[src/rtl/dcis_pkg.sv]
package dcis_pkg;
  localparam int STAT_W = 15;

  localparam int B_SRC_DONE = 1;
  localparam int B_DST_DONE = 2;
  localparam int B_BYTE_OVF = 3;
  localparam int B_SRC_ACCT = 4;
  localparam int B_DST_ACCT = 5;
  localparam int B_SRC_FETCH = 6;
  localparam int B_DST_FETCH = 7;
  localparam int B_RD_DATA = 8;
  localparam int B_WR_DATA = 9;
  localparam int B_XFER_DONE = 10;
  localparam int B_PAUSE = 11;
  localparam int B_PERR_BUF = 12;
  localparam int B_PERR_FREE = 13;
  localparam int B_PERR_LINK = 14;

  // bit 0 is reserved; every other bit below STAT_W is backed by a flop
  localparam logic [STAT_W-1:0] IMPL_MASK = 15'h7FFE;
endpackage

[src/rtl/dcis_sticky_bit.sv]
module dcis_sticky_bit #(
  parameter bit IMPL = 1'b1
) (
  input  logic clk,
  input  logic rst_n,
  input  logic set_i,
  input  logic clr_i,
  output logic q_o
);
  logic q_q;
  logic q_nxt;
  logic q_en;

  // set wins over clear; a reserved position never leaves zero
  always_comb begin
    q_en  = set_i | clr_i;
    q_nxt = IMPL & (set_i | (q_q & ~clr_i));
  end

  always_ff @(posedge clk or negedge rst_n) begin
    if (!rst_n)    q_q <= 1'b0;
    else if (q_en) q_q <= q_nxt;
  end

  assign q_o = q_q;
endmodule

[src/rtl/dcis_fatal_gate.sv]
module dcis_fatal_gate (
  input  logic clk,
  input  logic rst_n,
  input  logic rd_err_i,
  input  logic wr_err_i,
  input  logic recov_done_i,
  output logic rd_set_o,
  output logic wr_set_o
);
  logic rd_pend_q, rd_pend_nxt;
  logic wr_pend_q, wr_pend_nxt;
  logic pend_en;

  // an error waits here until recovery reports completion
  always_comb begin
    rd_set_o    = recov_done_i & (rd_pend_q | rd_err_i);
    wr_set_o    = recov_done_i & (wr_pend_q | wr_err_i);
    rd_pend_nxt = (rd_pend_q | rd_err_i) & ~recov_done_i;
    wr_pend_nxt = (wr_pend_q | wr_err_i) & ~recov_done_i;
    pend_en     = rd_err_i | wr_err_i | recov_done_i;
  end

  always_ff @(posedge clk or negedge rst_n) begin
    if (!rst_n) begin
      rd_pend_q <= 1'b0;
      wr_pend_q <= 1'b0;
    end else if (pend_en) begin
      rd_pend_q <= rd_pend_nxt;
      wr_pend_q <= wr_pend_nxt;
    end
  end
endmodule

[src/rtl/dcis_regport.sv]
module dcis_regport #(
  parameter int DATA_W   = 32,
  parameter int ADDR_W   = 4,
  parameter int STAT_OFS = 0,
  parameter int MASK_OFS = 1
) (
  input  logic                       clk,
  input  logic                       rst_n,
  input  logic [ADDR_W-1:0]          reg_addr_i,
  input  logic                       reg_wr_i,
  input  logic [DATA_W-1:0]          reg_wdata_i,
  input  logic [dcis_pkg::STAT_W-1:0] stat_i,
  output logic [dcis_pkg::STAT_W-1:0] clr_o,
  output logic [dcis_pkg::STAT_W-1:0] mask_o,
  output logic [DATA_W-1:0]          reg_rdata_o
);
  localparam int SW = dcis_pkg::STAT_W;

  logic          sel_stat;
  logic          sel_mask;
  logic          mask_en;
  logic [SW-1:0] mask_q;
  logic [SW-1:0] mask_nxt;
  logic          unused_wdata_hi;

  always_comb begin
    sel_stat = (reg_addr_i == ADDR_W'(STAT_OFS));
    sel_mask = (reg_addr_i == ADDR_W'(MASK_OFS));
    clr_o    = (reg_wr_i && sel_stat) ? reg_wdata_i[SW-1:0] : '0;
    mask_en  = reg_wr_i && sel_mask;
    mask_nxt = reg_wdata_i[SW-1:0] & dcis_pkg::IMPL_MASK;
    if (sel_stat)      reg_rdata_o = DATA_W'(stat_i);
    else if (sel_mask) reg_rdata_o = DATA_W'(mask_q);
    else               reg_rdata_o = '0;
  end

  assign unused_wdata_hi = ^reg_wdata_i[DATA_W-1:SW];

  always_ff @(posedge clk or negedge rst_n) begin
    if (!rst_n)       mask_q <= '0;
    else if (mask_en) mask_q <= mask_nxt;
  end

  assign mask_o = mask_q;
endmodule

[src/rtl/dma_chan_irq_stat.sv]
module dma_chan_irq_stat #(
  parameter int DATA_W   = 32,
  parameter int ADDR_W   = 4,
  parameter int STAT_OFS = 0,
  parameter int MASK_OFS = 1
) (
  input  logic              clk,
  input  logic              rst_n,
  input  logic              src_dscr_done_i,
  input  logic              dst_dscr_done_i,
  input  logic              byte_ovf_i,
  input  logic              src_acct_ovf_i,
  input  logic              dst_acct_ovf_i,
  input  logic              src_fetch_err_i,
  input  logic              dst_fetch_err_i,
  input  logic              rd_data_err_i,
  input  logic              wr_data_err_i,
  input  logic              recov_done_i,
  input  logic              xfer_done_i,
  input  logic              pause_enter_i,
  input  logic              pause_irq_en_i,
  input  logic [2:0]        ram_perr_i,
  input  logic [ADDR_W-1:0] reg_addr_i,
  input  logic              reg_wr_i,
  input  logic [DATA_W-1:0] reg_wdata_i,
  output logic [DATA_W-1:0] reg_rdata_o,
  output logic              irq_o,
  output logic              chan_dis_o
);
  import dcis_pkg::*;

  logic [STAT_W-1:0] set_vec;
  logic [STAT_W-1:0] clr_vec;
  logic [STAT_W-1:0] stat_q;
  logic [STAT_W-1:0] mask_q;
  logic              rd_set;
  logic              wr_set;
  logic              irq_q;
  logic              irq_nxt;

  dcis_fatal_gate i_fatal (
    .clk          (clk),
    .rst_n        (rst_n),
    .rd_err_i     (rd_data_err_i),
    .wr_err_i     (wr_data_err_i),
    .recov_done_i (recov_done_i),
    .rd_set_o     (rd_set),
    .wr_set_o     (wr_set)
  );

  always_comb begin
    set_vec              = '0;
    set_vec[B_SRC_DONE]  = src_dscr_done_i;
    set_vec[B_DST_DONE]  = dst_dscr_done_i;
    set_vec[B_BYTE_OVF]  = byte_ovf_i;
    set_vec[B_SRC_ACCT]  = src_acct_ovf_i;
    set_vec[B_DST_ACCT]  = dst_acct_ovf_i;
    set_vec[B_SRC_FETCH] = src_fetch_err_i;
    set_vec[B_DST_FETCH] = dst_fetch_err_i;
    set_vec[B_RD_DATA]   = rd_set;
    set_vec[B_WR_DATA]   = wr_set;
    set_vec[B_XFER_DONE] = xfer_done_i;
    set_vec[B_PAUSE]     = pause_enter_i & pause_irq_en_i;
    set_vec[B_PERR_BUF]  = ram_perr_i[0];
    set_vec[B_PERR_FREE] = ram_perr_i[1];
    set_vec[B_PERR_LINK] = ram_perr_i[2];
  end

  for (genvar gi = 0; gi < STAT_W; gi++) begin : g_stat
    dcis_sticky_bit #(.IMPL(IMPL_MASK[gi])) i_bit (
      .clk   (clk),
      .rst_n (rst_n),
      .set_i (set_vec[gi]),
      .clr_i (clr_vec[gi]),
      .q_o   (stat_q[gi])
    );
  end

  dcis_regport #(
    .DATA_W   (DATA_W),
    .ADDR_W   (ADDR_W),
    .STAT_OFS (STAT_OFS),
    .MASK_OFS (MASK_OFS)
  ) i_regs (
    .clk         (clk),
    .rst_n       (rst_n),
    .reg_addr_i  (reg_addr_i),
    .reg_wr_i    (reg_wr_i),
    .reg_wdata_i (reg_wdata_i),
    .stat_i      (stat_q),
    .clr_o       (clr_vec),
    .mask_o      (mask_q),
    .reg_rdata_o (reg_rdata_o)
  );

  always_comb irq_nxt = |(stat_q & mask_q);

  always_ff @(posedge clk or negedge rst_n) begin
    if (!rst_n) irq_q <= 1'b0;
    else        irq_q <= irq_nxt;
  end

  assign irq_o      = irq_q;
  assign chan_dis_o = stat_q[B_RD_DATA] | stat_q[B_WR_DATA];
endmodule

[config.mk]
export PLATFORM = sky130hd
export DESIGN_NAME = dma_chan_irq_stat
export DESIGN_NICKNAME = d
export VERILOG_FILES = /design/src/rtl/dcis_pkg.sv /design/src/rtl/dcis_sticky_bit.sv /design/src/rtl/dcis_fatal_gate.sv /design/src/rtl/dcis_regport.sv /design/src/rtl/dma_chan_irq_stat.sv
export SDC_FILE = /design/constraint.sdc
export NUM_CORES = 1
export LEC_CHECK = 0
export BUFFER_PORTS_ARGS = -buffer_cell sky130_fd_sc_hd__buf_2
export CAP_MARGIN = 20
export CORE_UTILIZATION = 47
export CTS_CLUSTER_SIZE = 20
export DETAILED_ROUTE_END_ITERATION = 8
export HOLD_SLACK_MARGIN = 0.1
export PLACE_DENSITY = 0.89
export SLEW_MARGIN = 20
export SYNTH_ARGS = -nofsm -noshare
export SYNTH_HDL_FRONTEND = slang
export SYNTH_SLANG_ARGS = --single-unit
[constraint.sdc]
create_clock -name clk -period 5.8 [get_ports clk]
set_clock_uncertainty 0.2 [all_clocks]
set_input_delay 1.45 -clock clk [delete_from_list [all_inputs] [get_ports clk]]
set_output_delay 1.45 -clock clk [all_outputs]
set_load 0.01 [all_outputs]
[Word-level counts from Yosys, hierarchy flattened]
Cells that the tools add are included.
Storage, ports and cells
  register bits after elaboration: 31
  output and inout port bits: 34
Cells by class
  equality and inequality tests: 1
  multiplexer cells: 3
  bitwise logic cells: 68
  reduce and logical (&&, ||, !) cells: 4
Operator list (number)
  15-bit two-way mux: 3
  1-bit OR: 33
  1-bit AND: 19
  15-bit AND: 1
  1-bit NOT: 15
  15-bit OR reduction: 1
  4-bit by 1-bit == test with 1-bit output (second input constant): 1
  4-bit zero test: 1
  1-bit logical AND: 2

[Depth between registers and ports, before layout]
Gate-level depths: netlist (run 1).
  depth in word-level cells: 6
  gate-level depth with buffers: 4
  mapped depth without buffers: 3

[Hierarchy]
From an unflattened synthesis (run 1), not the netlist that was laid out.
Second synthesis, totals
  cell total of the unflattened synthesis: 149
  area, all modules: 1689.1 um2
By module, submodules not included
  dcis_regport: times used 1, cells each 86, area each 973.4 um2, sequential area each 350.3 um2
  dcis_sticky_bit (g_stat[10].i_bit ...): times used 14, cells each 3, area each 36.3 um2, sequential area each 25.0 um2
  dma_chan_irq_stat: times used 1, cells each 13, area each 111.4 um2, sequential area each 25.0 um2
  dcis_fatal_gate: times used 1, cells each 6, area each 85.1 um2, sequential area each 50.0 um2
  dcis_sticky_bit (g_stat[0].i_bit): times used 1, cells each 2, area each 11.3 um2, sequential area each 0.0 um2

[Worst setup path after synthesis (run 1)]
OpenSTA, ideal clock, no wires.
  path kind: input-to-output
  from: in reg_addr_i[1]
  to: out reg_rdata_o[10]
  data arrival time: 2.362 ns
  setup slack: 1.788 ns
  cell stages on the path: 3
  buffers on the path: 1
  cells stage by stage: nor4b_4 -> clkbuf_1 -> a22o_1
Between the ends
  word-level cells in the longest chain between the ends: 3
  elaborated cells on any way between the ends: 4
  classes of those cells: eq/ne: 1; mux: 2; reduce/logical: 1
Ends and longest elaborated chain
  from (decl): line dma_chan_irq_stat.sv:23  | input logic [ADDR_W-1:0] reg_addr_i,
  4-bit by 1-bit == test with 1-bit output: line dcis_regport.sv:28  | sel_mask = (reg_addr_i == ADDR_W'(MASK_OFS));
  15-bit two-way mux: line dcis_regport.sv:33  | else if (sel_mask) reg_rdata_o = DATA_W'(mask_q);
  15-bit two-way mux *: line dcis_regport.sv:32  | if (sel_stat) reg_rdata_o = DATA_W'(stat_i);
  to (decl): line dma_chan_irq_stat.sv:26  | output logic [DATA_W-1:0] reg_rdata_o,
Mark *: on every way between the ends. The rest lies on a longest branch, timed or not.

[Worst setup path in the final report (run 1)]
  from: in reg_addr_i[1]
  to: out reg_rdata_o[14]
Same word-level chain as after synthesis.

==> flow_summary_export.csv, run 1 <==
group,metric,value,unit
grt,grt_max_degree,32,
floorplan,die_y,60.2,um
finish,seq_area,776,um^2
clock_tree,hold_buffers,0,
route,wl_per_cell,13.4,um
pwr,peakVddDrop,0.175,mV
critical_path,path_cells,"buf_2, nor4b_4, a22o_1, buf_2",
floorplan,start_util,51.0,%
floorplan,die_w,60.2,um
hold_path,min_to,"i_fatal.wr_pend_q",
timing,slew_headroom,40.8,%
clock_tree,cts_tree,"built",
synth,synth_fa_ha_area_share,0,%
critical_path,crit_arrival,2780,ps
route,drc_errors,0,
route,vias_per_cell,5.12,
synth,synth_top_cell_area_share,48.7,%
placement,dp.cells,224,
grt,grt_usage,19.4,%
synth,synth_top_family_by_area,"compound AO/OA/AOI/OAI gates",
synth,synth_xor_xnor_area_share,0,%
clock_tree,postCtsResizedCells,0,
critical_path,crit_top_cell,"buf_2",
clock_tree,post_cts_buffers,0,
finish,n_antenna_cell,0,
synth,synth-async-reset-ratio,100,%
synth,yosysTopAreaCell,"dfrtp_1",
finish,design_area,1890,um^2
placement,port_buffers,52,
floorplan,core.rowCount,20,
critical_path,worstReg2RegEnd,"irq_o",
placement,place_congestion,0.708,
clock_tree,cts_buffer_depth,2,
critical_path,path_class,"input pin to output pin",
critical_path,critPathMaxFanout,15,
clock_tree,numCtsBuffers,5,
synth,synth_edf_count,0,
outcome,status,"finished, final reports clean",
critical_path,r2r_start,"g_stat[4].i_bit.q_o",
critical_path,reg2reg_setup_slack,4470,ps
floorplan,ios,89,
timing,drv_slew,0,
placement,place_area,1820,um^2
hold_path,whs_path_depth,2,
hold_path,hold_path.class,"register to register",
synth,synth-seq-area-share,48.7,%
finish,layout.nets,242,
timing,rsz0062_at_grt,"no",
timing,max_freq,226,MHz
floorplan,dieArea,3630,um^2
route,vias,1187,
clock_tree,insertion_delay,330,ps
route,finalWirelength,3110,um
synth,yosys_warnings,0,
timing,hold_viol,0,
critical_path,rr_worst_depth,3,
synth,synth-main-ff-cell,"dfrtp_1",
hold_path,min_from,"i_fatal.wr_pend_q",
timing,tightest_slew,884,ps
route,drt_iter0_markers,21,
pwr,power.static_leakage,0.908,nW
pwr,p_per_area,261,nW/um^2
grt,grt_pass1_wl,5000,um
route,firstDrtPassIters,4,
clock_tree,cts_max_level,2,
clock_tree,cts.sinks,31,
finish,drive_gt1_share,41.5,%
critical_path,end_kind,"output pin",
floorplan,core,3130,um^2
critical_path,cpPeakStageDelay,800,ps
finish,areaGrowthSynthToFinish,18.4,%
timing,tns,0,ps
job,timing.max_cap.violations,0,
grt,grt_pass1_vias,1136,
synth,synth_mux_area_share,12.2,%
route,ant_nets,0,
grt,antenna_found_initial,0,
finish,mostFrequentLayoutCells,"buf_2, dfrtp_1, conb_1",
synth,synth_compound_area_share,18.1,%
critical_path,cp_num_buf_inv,2,
critical_path,crit_path_top_delay_cell,"nor4b_4",
finish,multi_input_area,719,um^2
critical_path,path_delay_family,"simple AND/OR/NAND/NOR gates",
finish,final_common_cell,"buf_2",
finish,fillers,288,
clock_tree,clk_pin_slew,90,ps
synth,yosys_register_bits,31,
synth,synth.area.top_cells,"dfrtp_1, mux2_4, a22o_1",
synth,synth_area,1590,um^2
placement,dp_hpwl,2220,um
timing,min_period,4430,ps
grt,grt_overflow,0,
synth,avgSynthCellArea,12.0,um^2
critical_path,crit_path_start_kind,"input pin",
critical_path,required,4150,ps
timing,finalCritPeriodShare,76.4,%
synth,synthesis.instances,133,
clock_tree,clock-root-buffer,"clkbuf_4",
timing,setup_viol,0,
synth,synth-simple-area-share,10.5,%
finish,final_cells,232,
synth,synth.distinct_cells,23,
sequential cells by signal, summed over array words and instances (netlist names):
| signal | count |
|---|---|
| g_stat.i_bit.q_o | 14 |
| i_fatal.rd_pend_q | 1 |
| i_fatal.wr_pend_q | 1 |
| i_regs.mask_o | 14 |
| irq_o | 1 |
metal layers:
layer | global-route usage (%) | routed length (um) | part of all wire, % | vias to the layer above
li1 | - | - | - | 562
met1 | 24.4 | 1290 | 42 | 573
met3 | 4.98 | 197 | 6.3 | 5
met2 | 31.1 | 1570 | 51 | 47
met5 | 0 | 0 | 0 | -
met4 | 8.97 | 44 | 1.4 | 0
final cells by class:
cell class	instances	area share [%]
Clock buffer	8	3.65
Multi-Input combinational cell	96	38.1
Sequential cell	31	41.1
Tap cell	44	2.92
Timing Repair Buffer	53	14.2
stage by stage:
stage          hold WS, ps  setup WS (ps)  power, mW  utilization, %
2_1_floorplan          259           1790      0.328               -
3_3_place_gp           272           1340      0.351            58.1
3_5_place_dp           285           1340      0.355            58.1
4_1_cts                306           1340      0.498            60.3
5_1_grt                327           1260      0.519            60.3
6_report               299           1370      0.493            60.3
logic make-up after synthesis:
logic type / Yosys count
AND/OR/NAND/NOR: 27
flip-flops: 31
AO/OA/AOI/OAI: 37
multiplexers: 14
buffers and inverters: 23
other: 1
cell usage after synthesis, types with 3 or more instances:
cell / number
clkbuf_1: 3
a22o_1: 16
mux2_4: 10
a22oi_1: 5
dfrtp_1: 31
nand2_1: 4
mux2_2: 4
a21o_1: 11
buf_4: 18
nand3_1: 12
o21ai_0: 4
nor2_1: 4
worst max path at each step:
stage,from,depth (start not counted),endpoint,slack (ps)
floorplan,reg_addr_i[1],3,reg_rdata_o[10],1790
global placement,reg_addr_i[1],4,reg_rdata_o[9],1340
detailed placement,reg_addr_i[1],4,reg_rdata_o[14],1340
CTS,reg_addr_i[1],4,reg_rdata_o[14],1340
global route,reg_addr_i[1],4,reg_rdata_o[4],1260
finish,reg_addr_i[1],4,reg_rdata_o[14],1370
tightest hold or removal path: stages (launching register included):
cell and delay, ps:
dfrtp_1 350, nor2_1 50, nor2_1 70
where the power goes:
group          internal [mW]  leakage, nW  total, mW  switching (mW)
logic                 0.0515        0.540     0.0881          0.0366
clock network         0.0713       0.0386      0.143          0.0716
registers              0.241        0.330      0.262          0.0205
total                  0.364        0.908      0.493           0.129
(Power assumes the default switching activity.)
==> inputs of run 2 (changes only) <==
CORE_UTILIZATION = 40   (was 47)
PLACE_DENSITY = 0.81   (was 0.89)
clock period = 4 ns   (was 5.8 ns; I/O delays follow)
==> run 2 against run 1 <==
Compared with the run above: combinational power rose by 49%; die area up 17%; sequential share of layout area shrank 0.93 points; count of clock-buffer cells in the layout is the same; sequential cell count is the same; final cell count up 2.2%; clock power increased by 87%; first-iteration DRC count rose to 3.0 times the previous value; largest cell class unchanged.
==> flow_summary_export.csv, run 2 (same netlist as run 1, synthesis figures left out) <==
group,metric,value,unit
route,drc_errors,0,
critical_path,critPathMaxFanout,26,
timing,drv_slew,0,
grt,grt_pass1_wl,5500,um
critical_path,required,2800,ps
timing,rsz0062_at_grt,"no",
route,firstDrtPassIters,4,
clock_tree,clock-root-buffer,"clkbuf_8",
finish,fillers,368,
route,drt_iter0_markers,62,
timing,tightest_slew,693,ps
timing,fin_hold_ws,293,ps
placement,port_buffers,52,
grt,antenna_found_initial,0,
clock_tree,cts_max_level,2,
critical_path,reg2reg_setup_slack,2600,ps
pwr,power.internal,0.583,mW
clock_tree,postCtsResizedCells,0,
critical_path,cpPeakStageDelay,330,ps
placement,dp.cells,229,
route,finalWirelength,3310,um
finish,mostFrequentLayoutCells,"buf_2, dfrtp_1, conb_1",
pwr,power.static_leakage,0.926,nW
finish,n_antenna_cell,0,
grt,grt_pass1_vias,1210,
route,ant_nets,0,
clock_tree,insertion_delay,280,ps
floorplan,die_y,65.1,um
job,timing.max_cap.violations,0,
floorplan,core,3740,um^2
finish,final_cells,237,
clock_tree,numCtsBuffers,5,
placement,dp_hpwl,2360,um
floorplan,die_w,65.1,um
finish,layout.nets,243,
critical_path,crit_path_start_kind,"input pin",
clock_tree,cts.sinks,31,
route,vias,1196,
grt,grt_max_degree,32,
floorplan,core.rowCount,22,
critical_path,path_cells,"buf_2, nor4_4, buf_4, a22o_1, buf_2",
finish,drive_gt1_share,41.8,%
pwr,peakVddDrop,0.183,mV
outcome,status,"finished, final reports clean",
hold_path,hold_path.class,"register to register",
clock_tree,cts_tree,"built",
pwr,p_sw,0.196,mW
floorplan,start_util,42.6,%
clock_tree,clk_pin_slew,70,ps
pwr,switching_share,25.2,%
clock_tree,cts_buffer_depth,2,
pwr,p_comb_share,16.8,%
route,vias_per_cell,5.05,
placement,place_congestion,0.699,
timing,slew_headroom,53.8,%
grt,grt_usage,17.3,%
critical_path,crit_path_top_delay_cell,"buf_4",
grt,grt_overflow,0,
critical_path,end_kind,"output pin",
finish,areaGrowthSynthToFinish,21.1,%
floorplan,dieArea,4240,um^2
timing,min_period,3260,ps
timing,max_freq,307,MHz
pwr,power_frac_seq,48.8,%
clock_tree,hold_buffers,0,
timing,setup_viol,0,
timing,finalCritPeriodShare,81.5,%
critical_path,path_class,"input pin to output pin",
timing,hold_viol,0,
clock_tree,post_cts_buffers,0,
pwr,finalPower,0.779,mW
floorplan,ios,89,
critical_path,crit_arrival,2060,ps
pwr,p_per_area,403,nW/um^2
timing,tns,0,ps
pwr,clkPwrFrac,34.3,%
critical_path,crit_top_cell,"buf_2",
route,wl_per_cell,14.0,um
finish,final_common_cell,"buf_2",
[run 2: final timing paths]
path	start	to	cells after the start
max	reg_addr_i[1]	reg_rdata_o[14]	5
min	i_fatal.wr_pend_q	i_fatal.wr_pend_q	2
max reg2reg	g_stat[4].i_bit.q_o	irq_o	3
min reg2reg	i_fatal.wr_pend_q	i_fatal.wr_pend_q	2
max in group asynchronous	rst_n	i_regs.mask_o[13]	1
min in group asynchronous	rst_n	i_regs.mask_o[9]	1
[run 2: area by class of cell]
| type | instances | area, um^2 | share of cell area [%] |
|---|---|---|---|
| flip-flops and latches | 31 | 776 | 40.2 |
| multi-input cells | 96 | 719 | 37.3 |
| repair buffers | 54 | 275 | 14.3 |
| clock buffers | 8 | 100 | 5.18 |
| well taps | 48 | 60.1 | 3.11 |
[run 2: routing by layer]
| layer | GRT usage [%] | part of all wire (%) | vias to the layer above |
|---|---|---|---|
| met1 | 21.2 | 45 | 585 |
| met2 | 29.4 | 49 | 42 |
| li1 | - | - | 565 |
| met5 | 0 | 0 | - |
| met3 | 4.51 | 5.2 | 4 |
| met4 | 5.98 | 0.97 | 0 |
[run 2: critical path, delay by kind of cell]
family	cells	cell delay [ps]
AO/OA/AOI/OAI	1	190
buffers and inverters	3	590
AND/OR/NAND/NOR	1	260
[run 2: power groups by stage]
stage | clock (mW) | combinational (mW) | sequential (mW)
5_1_grt | 0.288 | 0.145 | 0.385
3_5_place_dp | 0 | 0.132 | 0.386
6_report | 0.267 | 0.131 | 0.380
3_3_place_gp | 0 | 0.128 | 0.383
2_1_floorplan | 0 | 0.0994 | 0.377
4_1_cts | 0.272 | 0.132 | 0.380
[run 2: through the flow]
| step | util (%) | setup WS, ps | area, um^2 |
|---|---|---|---|
| 2_1_floorplan | - | 888 | 1660 |
| 3_3_place_gp | 48.9 | 771 | 1830 |
| 3_5_place_dp | 48.9 | 763 | 1830 |
| 4_1_cts | 51.6 | 760 | 1930 |
| 5_1_grt | 51.6 | 684 | 1930 |
| 6_report | 51.6 | 739 | 1930 |
==> inputs of run 3 (changes only) <==
CORE_UTILIZATION = 44   (was 40)
PLACE_DENSITY = 0.85   (was 0.81)
clock period = 3.02 ns   (was 4 ns; I/O delays follow)
==> run 3 against run 2 <==
Compared with the run above: via count is 2.6% higher; combinational power is 33% higher; count of clock-buffer cells in the layout unchanged; register-to-register slack lost 880 ps; sequential power increased by 33%; total power increased by 22%; sequential cell count is the same; core utilization is 4.5 points higher; worst setup slack got worse by 420 ps; critical path depth is the same; clock power is 3% higher; largest power group unchanged.
==> flow_summary_export.csv, run 3 (same netlist as run 1, synthesis figures left out) <==
group,metric,value,unit
outcome,status,"finished, final reports clean",
floorplan,start_util,46.7,%
clock_tree,post_cts_buffers,0,
route,wl_per_cell,14.2,um
critical_path,path_delay_family,"buffers and inverters",
timing,drv_slew,0,
clock_tree,clock-root-buffer,"clkbuf_4",
timing,finalCritPeriodShare,89.4,%
hold_path,hold_path.class,"input pin to asynchronous set/reset pin",
timing,tightest_slew,687,ps
finish,drive_gt1_share,42.1,%
clock_tree,clk_pin_slew,100,ps
timing,worst_slack,320,ps
timing,fin_hold_ws,261,ps
route,firstDrtPassIters,4,
timing,rsz0062_at_grt,"no",
critical_path,crit_path_start_kind,"input pin",
clock_tree,hold_buffers,0,
grt,grt_overflow,0,
route,m1WireLength,1460,um
finish,layout.nets,244,
finish,mostFrequentLayoutCells,"buf_2, dfrtp_1, conb_1",
job,timing.max_cap.violations,0,
critical_path,critPathMaxFanout,20,
placement,port_buffers,52,
route,drt_iter0_markers,14,
route,route.met3.wl,207,um
timing,min_period,2700,ps
timing,slew_headroom,54.2,%
timing,setup_viol,0,
placement,preCtsSetupSlack,327,ps
clock_tree,cts_max_level,2,
grt,antenna_found_initial,0,
critical_path,required,2060,ps
floorplan,dieArea,3870,um^2
critical_path,path_class,"input pin to output pin",
clock_tree,cts.sinks,31,
clock_tree,cts_tree,"built",
route,vias_per_cell,5.20,
finish,final_common_cell,"buf_2",
route,finalWirelength,3350,um
critical_path,cpPeakStageDelay,360,ps
finish,n_antenna_cell,0,
placement,dp.cells,228,
pwr,power.static_leakage,0.922,nW
pwr,peakVddDrop,0.300,mV
timing,tns,0,ps
grt,grt_pass1_wl,5560,um
grt,grt_pass1_vias,1248,
critical_path,path_cells,"buf_2, nor4_4, buf_12, a22o_1, buf_2",
critical_path,end_kind,"output pin",
placement,place_congestion,0.706,
route,ant_nets,0,
finish,final_cells,236,
route,drc_errors,0,
placement,dp_hpwl,2410,um
route,routed-wl-met2,1630,um
route,top_layer,"met4",
grt,grt_max_degree,32,
critical_path,crit_arrival,1740,ps
floorplan,die_y,62.2,um
clock_tree,numCtsBuffers,5,
grt,grt_usage,18.4,%
floorplan,core,3420,um^2
timing,max_freq,370,MHz
critical_path,cp_num_buf_inv,3,
timing,hold_viol,0,
finish,areaGrowthSynthToFinish,20.3,%
clock_tree,postCtsResizedCells,0,
critical_path,crit_path_top_delay_cell,"nor4_4",
floorplan,ios,89,
route,vias,1227,
clock_tree,insertion_delay,320,ps
critical_path,crit_top_cell,"buf_2",
clock_tree,cts_buffer_depth,2,
pwr,p_per_area,497,nW/um^2
floorplan,die_w,62.2,um
floorplan,core.rowCount,21,
run 3: changes by cell type in the layout (fill, tap and decap cells not counted):
cell | previous run | this run
clkbuf_4 | 0 | 5
clkbuf_8 | 7 | 2
buf_12 | 0 | 1
run 3: layout make-up:
| type | count | area [um^2] |
|---|---|---|
| clock buffer | 8 | 68.8 |
| fill | 319 | 1500 |
| timing repair buffer | 55 | 295 |
| multi-input combinational | 96 | 719 |
| sequential | 31 | 776 |
| tap | 46 | 57.6 |
run 3: through the flow:
step | area, um^2 | util [%] | power (mW)
3_3_place_gp | 1850 | 54.1 | 0.679
6_report | 1920 | 56.1 | 0.952
5_1_grt | 1920 | 56.1 | 1.00
4_1_cts | 1920 | 56.1 | 0.959
2_1_floorplan | 1660 | - | 0.631
3_5_place_dp | 1850 | 54.1 | 0.686
run 3: path summary, 6_finish.rpt:
kind / from / end / slack (ps) / depth (start not counted)
hold / removal: rst_n / i_fatal.rd_pend_q / 260 / 1
max in group asynchronous: rst_n / i_regs.mask_o[4] / 1910 / 1
min in group clk: i_fatal.wr_pend_q / i_fatal.wr_pend_q / 310 / 2
setup / recovery: reg_addr_i[1] / reg_rdata_o[14] / 320 / 5
setup reg to reg: g_stat[4].i_bit.q_o / irq_o / 1720 / 3
hold reg to reg: i_fatal.wr_pend_q / i_fatal.wr_pend_q / 310 / 2
run 3: metal layers:
layer,track usage (%),up-vias
met5,0,-
met4,6.10,0
met3,6.43,6
met2,31.3,50
met1,21.7,602
li1,-,569
run 3: report_power, final:
| part | internal [mW] | total [mW] | switching [mW] |
|---|---|---|---|
| Clock | 0.137 | 0.274 | 0.137 |
| Combinational | 0.101 | 0.174 | 0.0735 |
| Sequential | 0.464 | 0.504 | 0.0405 |
| Total | 0.701 | 0.952 | 0.251 |
run 3: worst reg2reg max path, stage by stage (launching register included):
cell      delay (ps)
dfrtp_1          400
a22o_1           240
a221oi_1         220
nand4_1          120
